==> src/rtl/wdog_pkg.sv <==
package wdog_pkg;

  localparam int CODE_W    = 4;
  localparam int NUM_CODES = 1 << CODE_W;

  // byte offsets inside the 16-byte register window
  localparam logic [3:0] OFS_CTRL  = 4'h0;
  localparam logic [3:0] OFS_RANGE = 4'h4;
  localparam logic [3:0] OFS_COUNT = 4'h8;
  localparam logic [3:0] OFS_KICK  = 4'hC;

  localparam logic [7:0] KICK_KEY  = 8'h76;

  typedef enum logic [2:0] {
    RS_NONE,
    RS_CTRL,
    RS_RANGE,
    RS_COUNT,
    RS_KICK
  } reg_sel_e;

  // first-period code sits in the upper nibble
  typedef struct packed {
    logic [CODE_W-1:0] init_code;
    logic [CODE_W-1:0] top_code;
  } range_t;

endpackage

==> src/rtl/wdog_period.sv <==
module wdog_period
  import wdog_pkg::*;
#(
  parameter int CNT_W      = 32,
  parameter int BASE_SHIFT = 16
) (
  input  logic [CODE_W-1:0] code_i,
  output logic [CNT_W-1:0]  period_o
);

  logic [CNT_W-1:0] tbl [NUM_CODES];

  for (genvar g = 0; g < NUM_CODES; g++) begin : g_tbl
    assign tbl[g] = CNT_W'(1) << (BASE_SHIFT + g);
  end

  assign period_o = tbl[code_i];

endmodule

==> src/rtl/wdog_regs.sv <==
module wdog_regs
  import wdog_pkg::*;
#(
  parameter int ADDR_W = 12,
  parameter int DATA_W = 32,
  parameter int CNT_W  = 32
) (
  input  logic              clk,
  input  logic              rst_n,
  input  logic              bus_sel,
  input  logic              bus_wr,
  input  logic [ADDR_W-1:0] bus_addr,
  input  logic [DATA_W-1:0] bus_wdata,
  input  logic [CNT_W-1:0]  cnt_i,
  output logic              en_o,
  output logic [CODE_W-1:0] top_code_o,
  output logic [CODE_W-1:0] init_code_o,
  output logic              start_o,
  output logic              kick_o,
  output logic [DATA_W-1:0] bus_rdata
);

  localparam int RANGE_W = 2 * CODE_W;

  reg_sel_e rsel;
  logic     wr_stb;
  logic     en_q, en_d, en_ce;
  range_t   range_q, range_d;
  logic     range_ce;

  // address decode: upper address bits must be clear
  always_comb begin
    rsel = RS_NONE;
    if (bus_addr[ADDR_W-1:4] == '0) begin
      case (bus_addr[3:0])
        OFS_CTRL:  rsel = RS_CTRL;
        OFS_RANGE: rsel = RS_RANGE;
        OFS_COUNT: rsel = RS_COUNT;
        OFS_KICK:  rsel = RS_KICK;
        default:   rsel = RS_NONE;
      endcase
    end
  end

  assign wr_stb = bus_sel & bus_wr;

  // enable: set-only
  always_comb begin
    en_ce = wr_stb && (rsel == RS_CTRL) && bus_wdata[0] && !en_q;
    en_d  = 1'b1;
  end

  always_ff @(posedge clk or negedge rst_n) begin
    if (!rst_n) begin
      en_q <= 1'b0;
    end else if (en_ce) begin
      en_q <= en_d;
    end
  end

  // period codes
  always_comb begin
    range_ce = wr_stb && (rsel == RS_RANGE);
    range_d  = range_t'(bus_wdata[RANGE_W-1:0]);
  end

  always_ff @(posedge clk or negedge rst_n) begin
    if (!rst_n) begin
      range_q <= '0;
    end else if (range_ce) begin
      range_q <= range_d;
    end
  end

  assign en_o        = en_q;
  assign top_code_o  = range_q.top_code;
  assign init_code_o = range_q.init_code;
  assign start_o     = en_ce;
  assign kick_o      = wr_stb && (rsel == RS_KICK) && en_q &&
                       (bus_wdata == DATA_W'(KICK_KEY));

  // read mux
  always_comb begin
    bus_rdata = '0;
    if (bus_sel && !bus_wr) begin
      case (rsel)
        RS_CTRL:  bus_rdata = DATA_W'(en_q);
        RS_RANGE: bus_rdata = DATA_W'(range_q);
        RS_COUNT: bus_rdata = DATA_W'(cnt_i);
        default:  bus_rdata = '0;
      endcase
    end
  end

  // enable never falls without hardware reset
  p_sticky_en_r4: assert property (@(posedge clk) disable iff (!rst_n)
    en_q |=> en_q);

  // a period write is captured intact
  p_range_wr_r2: assert property (@(posedge clk) disable iff (!rst_n)
    range_ce |=> (range_q == $past(range_d)));

endmodule

==> src/rtl/wdog_counter.sv <==
module wdog_counter #(
  parameter int CNT_W     = 32,
  parameter int PULSE_LEN = 8
) (
  input  logic             clk,
  input  logic             rst_n,
  input  logic             en_i,
  input  logic             start_i,
  input  logic             kick_i,
  input  logic [CNT_W-1:0] top_val_i,
  input  logic [CNT_W-1:0] init_val_i,
  output logic [CNT_W-1:0] cnt_o,
  output logic             rst_req_o
);

  localparam int PW = $clog2(PULSE_LEN + 1);

  logic [CNT_W-1:0] cnt_q, cnt_d;
  logic [PW-1:0]    pulse_q, pulse_d;
  logic             expire;
  logic             cnt_ce, pulse_ce;

  assign expire = en_i && (cnt_q == '0);

  // counter next state; expiry and key both reload the running period
  always_comb begin
    cnt_d  = cnt_q;
    cnt_ce = 1'b0;
    if (start_i) begin
      cnt_d  = init_val_i;
      cnt_ce = 1'b1;
    end else if (en_i) begin
      cnt_ce = 1'b1;
      if (expire || kick_i) begin
        cnt_d = top_val_i;
      end else begin
        cnt_d = cnt_q - CNT_W'(1);
      end
    end
  end

  always_ff @(posedge clk or negedge rst_n) begin
    if (!rst_n) begin
      cnt_q <= '0;
    end else if (cnt_ce) begin
      cnt_q <= cnt_d;
    end
  end

  // reset-request stretcher
  always_comb begin
    pulse_d  = pulse_q;
    pulse_ce = 1'b0;
    if (expire) begin
      pulse_d  = PW'(PULSE_LEN);
      pulse_ce = 1'b1;
    end else if (pulse_q != '0) begin
      pulse_d  = pulse_q - PW'(1);
      pulse_ce = 1'b1;
    end
  end

  always_ff @(posedge clk or negedge rst_n) begin
    if (!rst_n) begin
      pulse_q <= '0;
    end else if (pulse_ce) begin
      pulse_q <= pulse_d;
    end
  end

  assign cnt_o     = cnt_q;
  assign rst_req_o = (pulse_q != '0);

  // plain countdown
  p_countdown_r5: assert property (@(posedge clk) disable iff (!rst_n)
    (en_i && !kick_i && !start_i && cnt_q != '0) |=> (cnt_q == $past(cnt_q) - CNT_W'(1)));

  // key reloads the running period
  p_kick_reload_r6: assert property (@(posedge clk) disable iff (!rst_n)
    (en_i && kick_i && cnt_q != '0) |=> (cnt_q == $past(top_val_i)));

  // first load takes the first-period value
  p_first_load_r3: assert property (@(posedge clk) disable iff (!rst_n)
    start_i |=> (cnt_q == $past(init_val_i)));

  // zero raises the request and reloads
  p_expire_r8: assert property (@(posedge clk) disable iff (!rst_n)
    expire |=> (rst_req_o && cnt_q == $past(top_val_i)));

endmodule

==> src/rtl/wdog_timer.sv <==
module wdog_timer
  import wdog_pkg::*;
#(
  parameter int ADDR_W     = 12,
  parameter int DATA_W     = 32,
  parameter int CNT_W      = 32,
  parameter int BASE_SHIFT = 16,
  parameter int PULSE_LEN  = 8
) (
  input  logic              clk,
  input  logic              rst_n,
  input  logic              bus_sel,
  input  logic              bus_wr,
  input  logic [ADDR_W-1:0] bus_addr,
  input  logic [DATA_W-1:0] bus_wdata,
  output logic [DATA_W-1:0] bus_rdata,
  output logic              wd_rst_req
);

  logic              en;
  logic              start;
  logic              kick;
  logic [CODE_W-1:0] top_code;
  logic [CODE_W-1:0] init_code;
  logic [CNT_W-1:0]  top_val;
  logic [CNT_W-1:0]  init_val;
  logic [CNT_W-1:0]  cnt;

  wdog_regs #(
    .ADDR_W (ADDR_W),
    .DATA_W (DATA_W),
    .CNT_W  (CNT_W)
  ) u_regs (
    .clk         (clk),
    .rst_n       (rst_n),
    .bus_sel     (bus_sel),
    .bus_wr      (bus_wr),
    .bus_addr    (bus_addr),
    .bus_wdata   (bus_wdata),
    .cnt_i       (cnt),
    .en_o        (en),
    .top_code_o  (top_code),
    .init_code_o (init_code),
    .start_o     (start),
    .kick_o      (kick),
    .bus_rdata   (bus_rdata)
  );

  wdog_period #(
    .CNT_W      (CNT_W),
    .BASE_SHIFT (BASE_SHIFT)
  ) u_top_period (
    .code_i   (top_code),
    .period_o (top_val)
  );

  wdog_period #(
    .CNT_W      (CNT_W),
    .BASE_SHIFT (BASE_SHIFT)
  ) u_init_period (
    .code_i   (init_code),
    .period_o (init_val)
  );

  wdog_counter #(
    .CNT_W     (CNT_W),
    .PULSE_LEN (PULSE_LEN)
  ) u_counter (
    .clk        (clk),
    .rst_n      (rst_n),
    .en_i       (en),
    .start_i    (start),
    .kick_i     (kick),
    .top_val_i  (top_val),
    .init_val_i (init_val),
    .cnt_o      (cnt),
    .rst_req_o  (wd_rst_req)
  );

  // a stopped watchdog holds a zero count and no request
  p_idle_r1: assert property (@(posedge clk) disable iff (!rst_n)
    !en |-> (cnt == '0 && !wd_rst_req));

endmodule

==> config.mk <==
export PLATFORM = sky130hd
export DESIGN_NAME = wdog_timer
export DESIGN_NICKNAME = d
export VERILOG_FILES = /design/src/rtl/wdog_pkg.sv /design/src/rtl/wdog_period.sv /design/src/rtl/wdog_regs.sv /design/src/rtl/wdog_counter.sv /design/src/rtl/wdog_timer.sv
export SDC_FILE = /design/constraint.sdc
export NUM_CORES = 1
export LEC_CHECK = 0
export BUFFER_PORTS_ARGS = -buffer_cell sky130_fd_sc_hd__buf_2
export CAP_MARGIN = 10
export CORE_ASPECT_RATIO = 0.5
export CORE_UTILIZATION = 43
export DETAILED_ROUTE_END_ITERATION = 10
export PLACE_DENSITY = 0.64
export SKIP_LAST_GASP = 1
export SYNTH_ARGS = -nofsm -noshare
export SYNTH_HDL_FRONTEND = slang
export SYNTH_HIERARCHICAL = 1
export SYNTH_SLANG_ARGS = --single-unit
==> constraint.sdc <==
create_clock -name clk -period 6.1 [get_ports clk]
set_input_delay 0.915 -clock clk [delete_from_list [all_inputs] [get_ports clk]]
set_output_delay 0.915 -clock clk [all_outputs]
set_load 0.05 [all_outputs]
Yosys cells after proc, flatten, opt, wreduce, memory -nomap -nowiden
Memories as Yosys holds them, arrays and structs flattened.
Index checks and enable logic that the tools add are counted.
{"block": "totals", "memories": 2, "in_bits": 48, "rom_bits": 1024, "output_inout_bits": 33, "elab_cells": 59, "register_bits": 45}
{"name": "(name not given)", "depth": 16, "word_bits": 32, "read_ports": 1, "rd_ports_with_merged_regs": 0, "wr": 0, "line_no": "wdog_period.sv:17", "text": "assign period_o = tbl[code_i];"}
{"name": "(name not given)", "depth": 16, "word_bits": 32, "read_ports": 1, "rd_ports_with_merged_regs": 0, "wr": 0, "line_no": "wdog_period.sv:17"}
{"block": "classes", "magnitude_cmp": 2, "n_mux": 17, "n_bitwise": 3, "add_sub_neg": 2, "n_reduce_logical": 20, "n_eq_ne": 8}
{"cell": "32-bit 2-to-1 mux", "n": 8}
{"cell": "32-bit case mux with 3 select lines", "n": 1}
{"cell": "32-bit by 7-bit equality test with 1-bit output (second input constant)", "n": 1}
{"cell": "32-bit logical NOT", "n": 1}
{"cell": "32-bit by 1-bit subtractor with 32-bit output (second input constant)", "n": 1}
{"cell": "3-bit case mux with 4 select lines", "n": 1}
{"cell": "5-bit greater-or-equal comparator (second input constant)", "n": 2}
{"cell": "4-bit NOT with 5-bit output", "n": 2}
{"cell": "1-bit logical AND", "n": 9}
{"cell": "4-bit equality test (second input constant)", "n": 2}
{"cell": "8-bit logical NOT", "n": 1}
{"cell": "4-bit 2-to-1 mux", "n": 2}
{"cell": "3-bit by 2-bit equality test with 1-bit output (second input constant)", "n": 2}
{"cell": "4-bit by 3-bit equality test with 1-bit output (second input constant)", "n": 1}
{"cell": "4-bit logical NOT", "n": 1}
{"cell": "1-bit 2-to-1 mux", "n": 4}
{"cell": "2-bit AND reduction", "n": 2}
{"cell": "2-bit nonzero test", "n": 2}
{"cell": "4-bit nonzero test", "n": 1}
{"cell": "4-bit by 1-bit subtractor with 4-bit output (second input constant)", "n": 1}
{"cell": "3-bit by 1-bit equality test with 1-bit output (second input constant)", "n": 1}
{"cell": "3-bit equality test (second input constant)", "n": 1}
{"cell": "3-bit 2-to-1 mux", "n": 1}
{"cell": "1-bit logical NOT", "n": 2}
{"cell": "2 further kinds", "n": 2}

Depth between registers and ports, before layout
Gate-level depths: netlist (run 1).
{"block": "logic_depth", "word_depth": 11, "mapped_depth": 10, "depth_no_buf": 8}

Hierarchy
The synthesis (run 1) kept the hierarchy.
{"mod": "wdog_counter", "cells_each": 297, "seq_area_each_um2": 900.9, "n_inst": 1, "area_per_inst_um2": 2565.0}
{"mod": "wdog_regs", "cells_each": 122, "seq_area_each_um2": 225.2, "n_inst": 1, "area_per_inst_um2": 913.4}
{"mod": "wdog_period (u_top_period)", "cells_each": 37, "seq_area_each_um2": 0.0, "n_inst": 1, "area_per_inst_um2": 400.4}
{"mod": "wdog_period (u_init_period)", "cells_each": 37, "seq_area_each_um2": 0.0, "n_inst": 1, "area_per_inst_um2": 350.3}

Worst setup path after synthesis (run 1)
OpenSTA, ideal clock, no wires.
{"block": "synth_path", "kind": "input to output", "from": "in bus_addr[5]", "to": "out bus_rdata[0]", "slack_ns": 2.000, "required_time_ns": 5.185, "t_arrival_ns": 3.185, "n_path_buf": 0, "path_stages": 3, "cell_sequence": "nor4_1 -> nand3_1 -> nor4bb_1"}
{"block": "synth_between", "elab_chain_cells": 5, "elab_cells_between_ends": 7, "cone_classes": "3 x eq/ne; 3 x mux; 1 x reduce/logical"}
{"item": "from (decl)", "line_no": "wdog_timer.sv:14", "text": "input logic [ADDR_W-1:0] bus_addr,"}
{"item": "8-bit logical NOT *", "line_no": "wdog_regs.sv:34", "text": "if (bus_addr[ADDR_W-1:4] == '0) begin"}
{"item": "3-bit 2-to-1 mux *", "line_no": "wdog_regs.sv:34"}
{"item": "3-bit by 2-bit equality test with 1-bit output / 3-bit by 1-bit equality test with 1-bit output (equally long branches)", "line_no": "wdog_regs.sv:86", "text": "case (rsel)"}
{"item": "32-bit case mux with 3 select lines *", "line_no": "wdog_regs.sv:86"}
{"item": "32-bit 2-to-1 mux *", "line_no": "wdog_regs.sv:85", "text": "if (bus_sel && !bus_wr) begin"}
{"item": "to (decl)", "line_no": "wdog_timer.sv:16", "text": "output logic [DATA_W-1:0] bus_rdata,"}
Every way passes the cells marked *; elsewhere a longest branch is shown, timed or not.

Final worst setup path (run 1)
Same ends and word-level chain as after synthesis.

==> results of run 1 <==
-- Yosys cell counts, types with 4 or more instances --
master     n  area [sq um]
a211oi_1   6          45.0
a21oi_1   24           120
a221o_1    7          70.1
a22o_1     5          43.8
a22oi_1    9          67.6
a31oi_1    6          37.5
and4b_1    9          90.1
and4bb_1   7          87.6
and4bb_2   5          62.6
buf_2      6          30.0
buf_4     37           278
buf_6      7          78.8
clkbuf_1  11          41.3
dfrtp_1   45          1130
inv_1     31           116
mux2_2     8          90.1
nand2_1    9          33.8
nand3_1   33           165
nand4_1    6          37.5
nor2_1    33           124
nor2_2     6          37.5
nor3_1    40           200
nor3b_1   18           135
nor4_1    10          62.6
nor4_2     4          50.1
nor4b_1    5          43.8
nor4b_2    4          60.1
nor4b_4    6           143
o21ai_0   17          85.1
or3_1      8          50.1
or4_1      4          30.0
xnor2_1   21           184
xor2_1     9          78.8
-- metal layers --
metal / wire, microns / up-vias / GRT usage [%]
met5: 0 / - / 0
met4: 105 / 0 / 5.38
met3: 752 / 11 / 4.49
met2: 5060 / 129 / 39.1
met1: 5750 / 1832 / 33.8
li1: - / 1873 / -
-- area by class of cell --
cell class | count | area [sq um] | share of cell area [%]
clock buffer | 5 | 125 | 2.67
clock inverter | 3 | 65.1 | 1.39
inverter | 31 | 116 | 2.48
multi-input combinational | 383 | 2640 | 56.2
sequential | 45 | 1130 | 24.0
tap | 135 | 169 | 3.60
timing repair buffer | 87 | 453 | 9.65
-- power by group --
| group | internal, mW | switching (mW) | leakage, nW | total, mW |
|---|---|---|---|---|
| registers | 0.316 | 0.0150 | 0.597 | 0.331 |
| clock network | 0.234 | 0.120 | 0.0938 | 0.355 |
| logic | 0.0517 | 0.0676 | 1.31 | 0.119 |
-- final timing paths --
path	cells past startpoint	slack, ns	end	from
max in group asynchronous	2	4.96	u_counter/cnt_o[26]	rst_n
hold reg to reg	2	0.54	u_counter/pulse_q[1]	u_counter/pulse_q[1]
min in group asynchronous	2	0.72	u_counter/pulse_q[0]	rst_n
setup / recovery	5	1.85	bus_rdata[0]	bus_addr[5]
setup reg to reg	7	3.19	u_counter/cnt_o[15]	u_counter/cnt_o[3]
hold / removal	2	0.54	u_counter/pulse_q[1]	u_counter/pulse_q[1]
-- worst min-delay path, cell delays in order (launching register included) --
cell	delay [ns]
dfrtp_1	0.36
a21oi_1	0.07
nor2_1	0.07
-- state kept, by name (all words and copies together) (netlist names) --
| signal | cells |
|---|---|
| u_counter/pulse_q | 4 |
| u_regs/en_o | 1 |
| u_regs/init_code_o | 4 |
| u_counter/cnt_o | 32 |
| u_regs/top_code_o | 4 |
-- through the flow --
stage                     setup slack [ns]  area [sq um]
after floorplan                       2.00          4340
after global placement                1.90          4500
after detailed placement              1.80          4500
after CTS                             1.78          4690
after global routing                  1.60          4690
final                                 1.85          4690
-- cells by family after synthesis --
logic type / Yosys count
AO/OA/AOI/OAI: 87
XOR/XNOR: 30
adder cells (fa/ha/maj): 3
buffers and inverters: 95
flip-flops: 45
multiplexers: 10
other: 2
AND/OR/NAND/NOR: 221
==> metrics.yaml, run 1 <==
antenna_found_initial: 0
min_period_ns: 4.25
synth_cells: 493
fp.dieH_microns: 72.1
finalPower_mw: 0.805
timing.hold.ws_ns: 0.537
vias: 3845
die_w_microns: 142
rsz0062_at_grt: "false"
critical_path_buf_inv_count: 2
n_antenna_cell: 0
route.detailed.drc: 0
setup_viol: 0
grt_max_degree: 56
final.period_utilization_pct: 69.7
core-area_sq_um: 9510
setup_tns_ns: 0
synth_compound_area_share_pct: 13.6
yosysWarnings: 6
relSlewSlack_pct: 22.6
clock_skew_ns: 0.00518
hold_viol: 0
synth_cell_types: 56
layout_commonest_cell: "buf_2"
port_buffers: 80
rows: 25
synth_xor_area_share_pct: 6.21
crit_arrival_ns: 3.34
holdCritPathClass: "reg -> reg"
gp_congestion: 0.798
grt_pass1_vias: 3676
synthAdderAreaFrac_pct: 0.888
postCtsSetupBuffers: 0
dp.cells: 681
layout_common_cells: "buf_2 (80), dfrtp_1 (45), nor3_1 (39)"
grt_first_pass_wirelength_mm: 19.3
synth.avg_cell_area_sq_um: 8.58
boundaryPins: 81
cts-buffers-inserted: 5
max_freq_mhz: 235
slew_violations: 0
clk_pin_slew_worst_paths_ns: 0.07
netlist_area_sq_um: 4230
vdd_drop_max_v: 0.000134
slowest_stage: "nand3_1"
p_per_area_nw_per_um2: 172
yosysSeqAreaShare_pct: 26.6
p_leak_nw: 2.00
crit_top_cell: "buf_2"
grtUsageTotal_pct: 24.2
max_stage_delay_ns: 0.94
async_reset_ff_share_pct: 100
syn2layout_area_growth_pct: 11.0
layout.cells.non_filler: 689
clockRootBuffer: "clkbuf_16"
clk_latency_ns: 0.29
dpl.hpwl_mm: 7.71
worst_slew_pin_slew_ns: 1.16
cts_max_level: 2
wire_per_inst_microns: 16.9
synth.area.mux_share_pct: 2.60
gr-total-overflow: 0
synth_top_family_by_area: "simple AND/OR/NAND/NOR gates"
startpoint_type: "input pin"
synth.ff_latch_count: 45
cp_max_fo: 25
via_per_inst: 5.58
cts_buffer_depth: 2
critPathKind: "in -> out"
path_cells: "buf_2 > nor4_1 > nand3_1 > nor4bb_1 > buf_2"
crit_family: "simple AND/OR/NAND/NOR gates"
cts_tree: "done"
synth_top_flop_cell: "dfrtp_1"
fill_cells: 922
synth_edf_count: 0
finalWirelength_mm: 11.7
crit_path_end_kind: "output port"
critPathRequiredTime_ns: 5.18
synth_simple_gate_area_share_pct: 36.2
fin_util_pct: 49.4
hold_buffers: 0
nets: 604
drt-initial-drc-count: 238
drtPass1Iterations: 5
ant_nets: 0
cts.sinks: 45
ctsResizeCount: 0
maxCapViolCount: 0
dieArea_sq_um: 10300
status: "completed"
initial_core_util_pct: 44.5
drive_above_1_share_pct: 24.2
(Power assumes the default switching activity.)
==> run 2, diff against run 1 <==
--- a/config.mk
+++ b/config.mk
@@ -10,7 +10,7 @@
 export CORE_ASPECT_RATIO = 0.5
 export CORE_UTILIZATION = 43
 export DETAILED_ROUTE_END_ITERATION = 10
-export PLACE_DENSITY = 0.64
+export PLACE_DENSITY = 0.66
 export SKIP_LAST_GASP = 1
 export SYNTH_ARGS = -nofsm -noshare
 export SYNTH_HDL_FRONTEND = slang
==> constraint.sdc (replaced) <==
create_clock -name clk -period 3.4 [get_ports clk]
set_input_delay 0.51 -clock clk [delete_from_list [all_inputs] [get_ports clk]]
set_output_delay 0.51 -clock clk [all_outputs]
set_load 0.05 [all_outputs]
==> metrics.yaml, run 2 (same netlist as run 1, synthesis figures left out) <==
status: "completed"
hold_viol: 0
critical_path_buf_inv_count: 0
clk_pin_slew_worst_paths_ns: 0.07
worst_slew_pin_slew_ns: 1.09
fp.dieH_microns: 72.1
antenna_found_initial: 0
maxCapViolCount: 0
route.detailed.drc: 0
worstReg2RegEnd: "u_counter/cnt_o[4]"
boundaryPins: 81
timing.rr.start: "u_counter/cnt_o[27]"
slowest_stage: "o31ai_4"
ctsResizeCount: 0
crit_path_end_kind: "flop"
place_ws_ns: 0.228
hold_buffers: 0
dp.cells: 684
finalPower_mw: 1.33
final.period_utilization_pct: 89.9
wire_per_inst_microns: 16.5
cp_max_fo: 23
crit_family: "compound AO/OA/AOI/OAI gates"
cts.sinks: 45
worst-path-stages: 5
crit_arrival_ns: 3.25
critPathKind: "reg -> reg"
holdCritPathClass: "in -> async"
vias: 3860
grt_max_degree: 46
cts_buffer_depth: 2
grtUsageTotal_pct: 23.1
critPathRequiredTime_ns: 3.59
r2r_cells: 5
max_freq_mhz: 327
gp_congestion: 0.853
min_period_ns: 3.06
drt-initial-drc-count: 426
layout_commonest_cell: "buf_2"
setup_viol: 0
cts-buffers-inserted: 5
cts_max_level: 2
layout.cells.non_filler: 692
clockRootBuffer: "clkbuf_16"
rows: 25
nets: 607
fin_ws_ns: 0.342
clock_skew_ns: 0.0109
path_cells: "or4_1 > or3_4 > o31ai_4 > o21ai_0 > a221o_1"
startpoint_type: "flop"
via_per_inst: 5.58
grt_pass1_vias: 3464
worstSetupStartpoint: "u_counter/cnt_o[27]"
gr-total-overflow: 0
dpl.hpwl_mm: 7.68
vdd_drop_max_v: 0.000165
largest_register_ffs: 32
syn2layout_area_growth_pct: 10.9
port_buffers: 80
n_antenna_cell: 0
slew_violations: 0
cp-endpoint: "u_counter/cnt_o[4]"
max_stage_delay_ns: 0.91
core-area_sq_um: 9510
drtPass1Iterations: 5
postCtsSetupBuffers: 0
p_leak_nw: 2.01
initial_core_util_pct: 44.5
setup_tns_ns: 0
relSlewSlack_pct: 27.3
rsz0062_at_grt: "false"
dieArea_sq_um: 10300
die_w_microns: 142
layout_common_cells: "buf_2 (80), dfrtp_1 (45), nor3_1 (39)"
grt_first_pass_wirelength_mm: 18.5
p_per_area_nw_per_um2: 283
cts_tree: "done"
ff2ff_setup_slack_ns: 0.34
drive_above_1_share_pct: 24.6
ant_nets: 0
finalWirelength_mm: 11.4
clk_latency_ns: 0.30
-- run 2: power breakdown --
group	switching [mW]	total, mW	internal, mW
Sequential	0.0291	0.596	0.567
Combinational	0.120	0.213	0.0926
Clock	0.224	0.517	0.293
-- run 2: how the worst min path moves through the flow --
stage | startpoint | end | cells after the start
detailed placement | u_counter/pulse_q[3] | u_counter/pulse_q[3] | 2
CTS | bus_wdata[4] | u_regs/init_code_o[0] | 2
global route | bus_wdata[3] | u_regs/top_code_o[3] | 2
finish | rst_n | u_regs/top_code_o[3] | 1
floorplan | rst_n | u_counter/cnt_o[0] | 0
global placement | u_counter/pulse_q[3] | u_counter/pulse_q[3] | 2
-- run 2: stage by stage --
step	utilization, %	hold WS [ns]	cell area (sq um)
floorplan	-	0.214	4340
finish	49.3	0.409	4690
CTS	49.3	0.453	4690
global route	49.3	0.457	4690
global placement	47.7	0.518	4540
detailed placement	47.7	0.514	4540
-- run 2: per-layer routing --
metal / up-vias / track usage [%] / wire (microns)
met4: 0 / 6.21 / 161
met3: 14 / 4.03 / 879
li1: 1872 / - / -
met2: 164 / 34.6 / 4700
met5: - / 0 / 0
met1: 1810 / 34.1 / 5670
-- run 2: layout make-up --
cell class                 instances  area, sq um
clock buffer                       6          139
clock inverter                     2         13.8
fill                             949         4820
inverter                          31          116
multi-input combinational        383         2640
sequential                        45         1130
tap                              135          169
timing repair buffer              90          488
==> run 3, diff against run 2 <==
--- a/config.mk
+++ b/config.mk
@@ -10,7 +10,8 @@
 export CORE_ASPECT_RATIO = 0.5
 export CORE_UTILIZATION = 43
 export DETAILED_ROUTE_END_ITERATION = 10
-export PLACE_DENSITY = 0.66
+export PLACE_DENSITY = 0.64
+export SKIP_CTS_REPAIR_TIMING = 1
 export SKIP_LAST_GASP = 1
 export SYNTH_ARGS = -nofsm -noshare
 export SYNTH_HDL_FRONTEND = slang
==> constraint.sdc (replaced) <==
create_clock -name clk -period 3.63 [get_ports clk]
set_input_delay 0.5445 -clock clk [delete_from_list [all_inputs] [get_ports clk]]
set_output_delay 0.5445 -clock clk [all_outputs]
set_load 0.05 [all_outputs]
==> metrics.yaml, run 3 (same netlist as run 1, synthesis figures left out) <==
status: "completed"
antenna_found_initial: 0
pwr-share-clk_pct: 42.1
largest_register_ffs: 32
max_freq_mhz: 316
port_buffers: 80
core-area_sq_um: 9510
startpoint_type: "input pin"
boundaryPins: 81
fin_ws_ns: 0.465
final.period_utilization_pct: 87.2
fin_util_pct: 49.6
critPathRequiredTime_ns: 3.09
grt_pass1_vias: 3527
p_leak_nw: 2.02
crit_arrival_ns: 2.62
gp_congestion: 0.857
p_per_area_nw_per_um2: 278
n_antenna_cell: 0
layout_commonest_cell: "buf_2"
clock_skew_ns: 0.00395
route.detailed.drc: 0
cts_max_level: 2
slew_violations: 0
drtPass1Iterations: 5
layout.cells.non_filler: 694
gr-total-overflow: 0
crit_path_end_kind: "output port"
timing.hold.ws_ns: 0.199
via_per_inst: 5.51
multi_input_area_sq_um: 2640
hold_viol: 0
nets: 609
drive_above_1_share_pct: 24.9
grt_first_pass_wirelength_mm: 19.0
vdd_drop_max_v: 0.000146
die_w_microns: 142
p_seq_share_pct: 42.6
finalWirelength_mm: 11.5
drt-initial-drc-count: 302
comb_power_share_pct: 15.3
dieArea_sq_um: 10300
maxCapViolCount: 0
cp_max_fo: 16
design_area_sq_um: 4720
place_ws_ns: 0.445
cts_buffer_depth: 2
vias: 3821
clk_latency_ns: 0.29
worst_slew_pin_slew_ns: 1.00
grt_max_degree: 28
ant_nets: 0
post_dp_cell_area_sq_um: 4540
dpl.hpwl_mm: 7.95
cts-buffers-inserted: 5
finalPower_mw: 1.31
fill_cells: 942
intPower_mw: 0.962
clk_pin_slew_worst_paths_ns: 0.07
setup_viol: 0
fp.dieH_microns: 72.1
clockRootBuffer: "clkbuf_16"
cts_tree: "done"
switchingPower_mw: 0.348
ff_latch_area_sq_um: 1130
initial_core_util_pct: 44.5
sw_frac_of_total_pct: 26.5
setup_tns_ns: 0
rows: 25
layout_common_cells: "buf_2 (80), dfrtp_1 (45), nor3_1 (39)"
syn2layout_area_growth_pct: 11.6
min_period_ns: 3.17
holdCritPathClass: "in -> async"
wire_per_inst_microns: 16.6
grtUsageTotal_pct: 23.8
relSlewSlack_pct: 32.9
dp.cells: 686
cts.sinks: 45
critPathKind: "in -> out"
rsz0062_at_grt: "false"
## run 3: cell types whose count changed in the layout (fill, tap and decap cells not counted)
cell,before,now
clkinv_4,1,0
clkinv_2,1,0
buf_12,1,0
clkinvlp_4,0,1
bufinv_16,0,1
buf_4,9,12
## run 3: final cells by class
class / instances / area share, %
multi-input combinational: 383 / 56.0
sequential: 45 / 23.9
timing repair buffer: 92 / 10.4
tap: 135 / 3.58
clock buffer: 6 / 2.94
inverter: 31 / 2.47
clock inverter: 2 / 0.796
## run 3: layer usage
metal	vias to the layer above	routed length [microns]	share of wire, %	global-route usage [%]
li1	1875	-	-	-
met1	1798	5850	51	35.3
met2	140	4880	42	36.5
met3	8	670	5.8	3.83
met4	0	93	0.81	4.54
met5	-	0	0	0
## run 3: path summary, 6_finish.rpt
check,start,endpoint,slack [ns],cells past startpoint
max in group asynchronous,rst_n,u_regs/init_code_o[3],2.70,2
hold / removal,rst_n,u_counter/cnt_o[17],0.20,1
setup / recovery,bus_addr[5],bus_rdata[8],0.46,6
setup reg to reg,u_counter/cnt_o[19],u_counter/cnt_o[4],0.66,5
hold reg to reg,u_counter/pulse_q[3],u_counter/pulse_q[3],0.52,2
min in group clk,bus_wdata[5],u_regs/init_code_o[1],0.49,2
## run 3: power by group through the flow
stage               logic, mW  clock network [mW]  registers, mW
floorplan               0.163                   0          0.559
global placement        0.198                   0          0.565
detailed placement      0.202                   0          0.567
CTS                     0.204               0.565          0.558
global route            0.233               0.583          0.562
finish                  0.201               0.551          0.558
## run 3: critical path, stage by stage
cell and delay [ns]:
buf_2 0.09, nor4_1 0.53, nand3_1 0.55, buf_4 0.38, nor3_1 0.21, buf_2 0.30
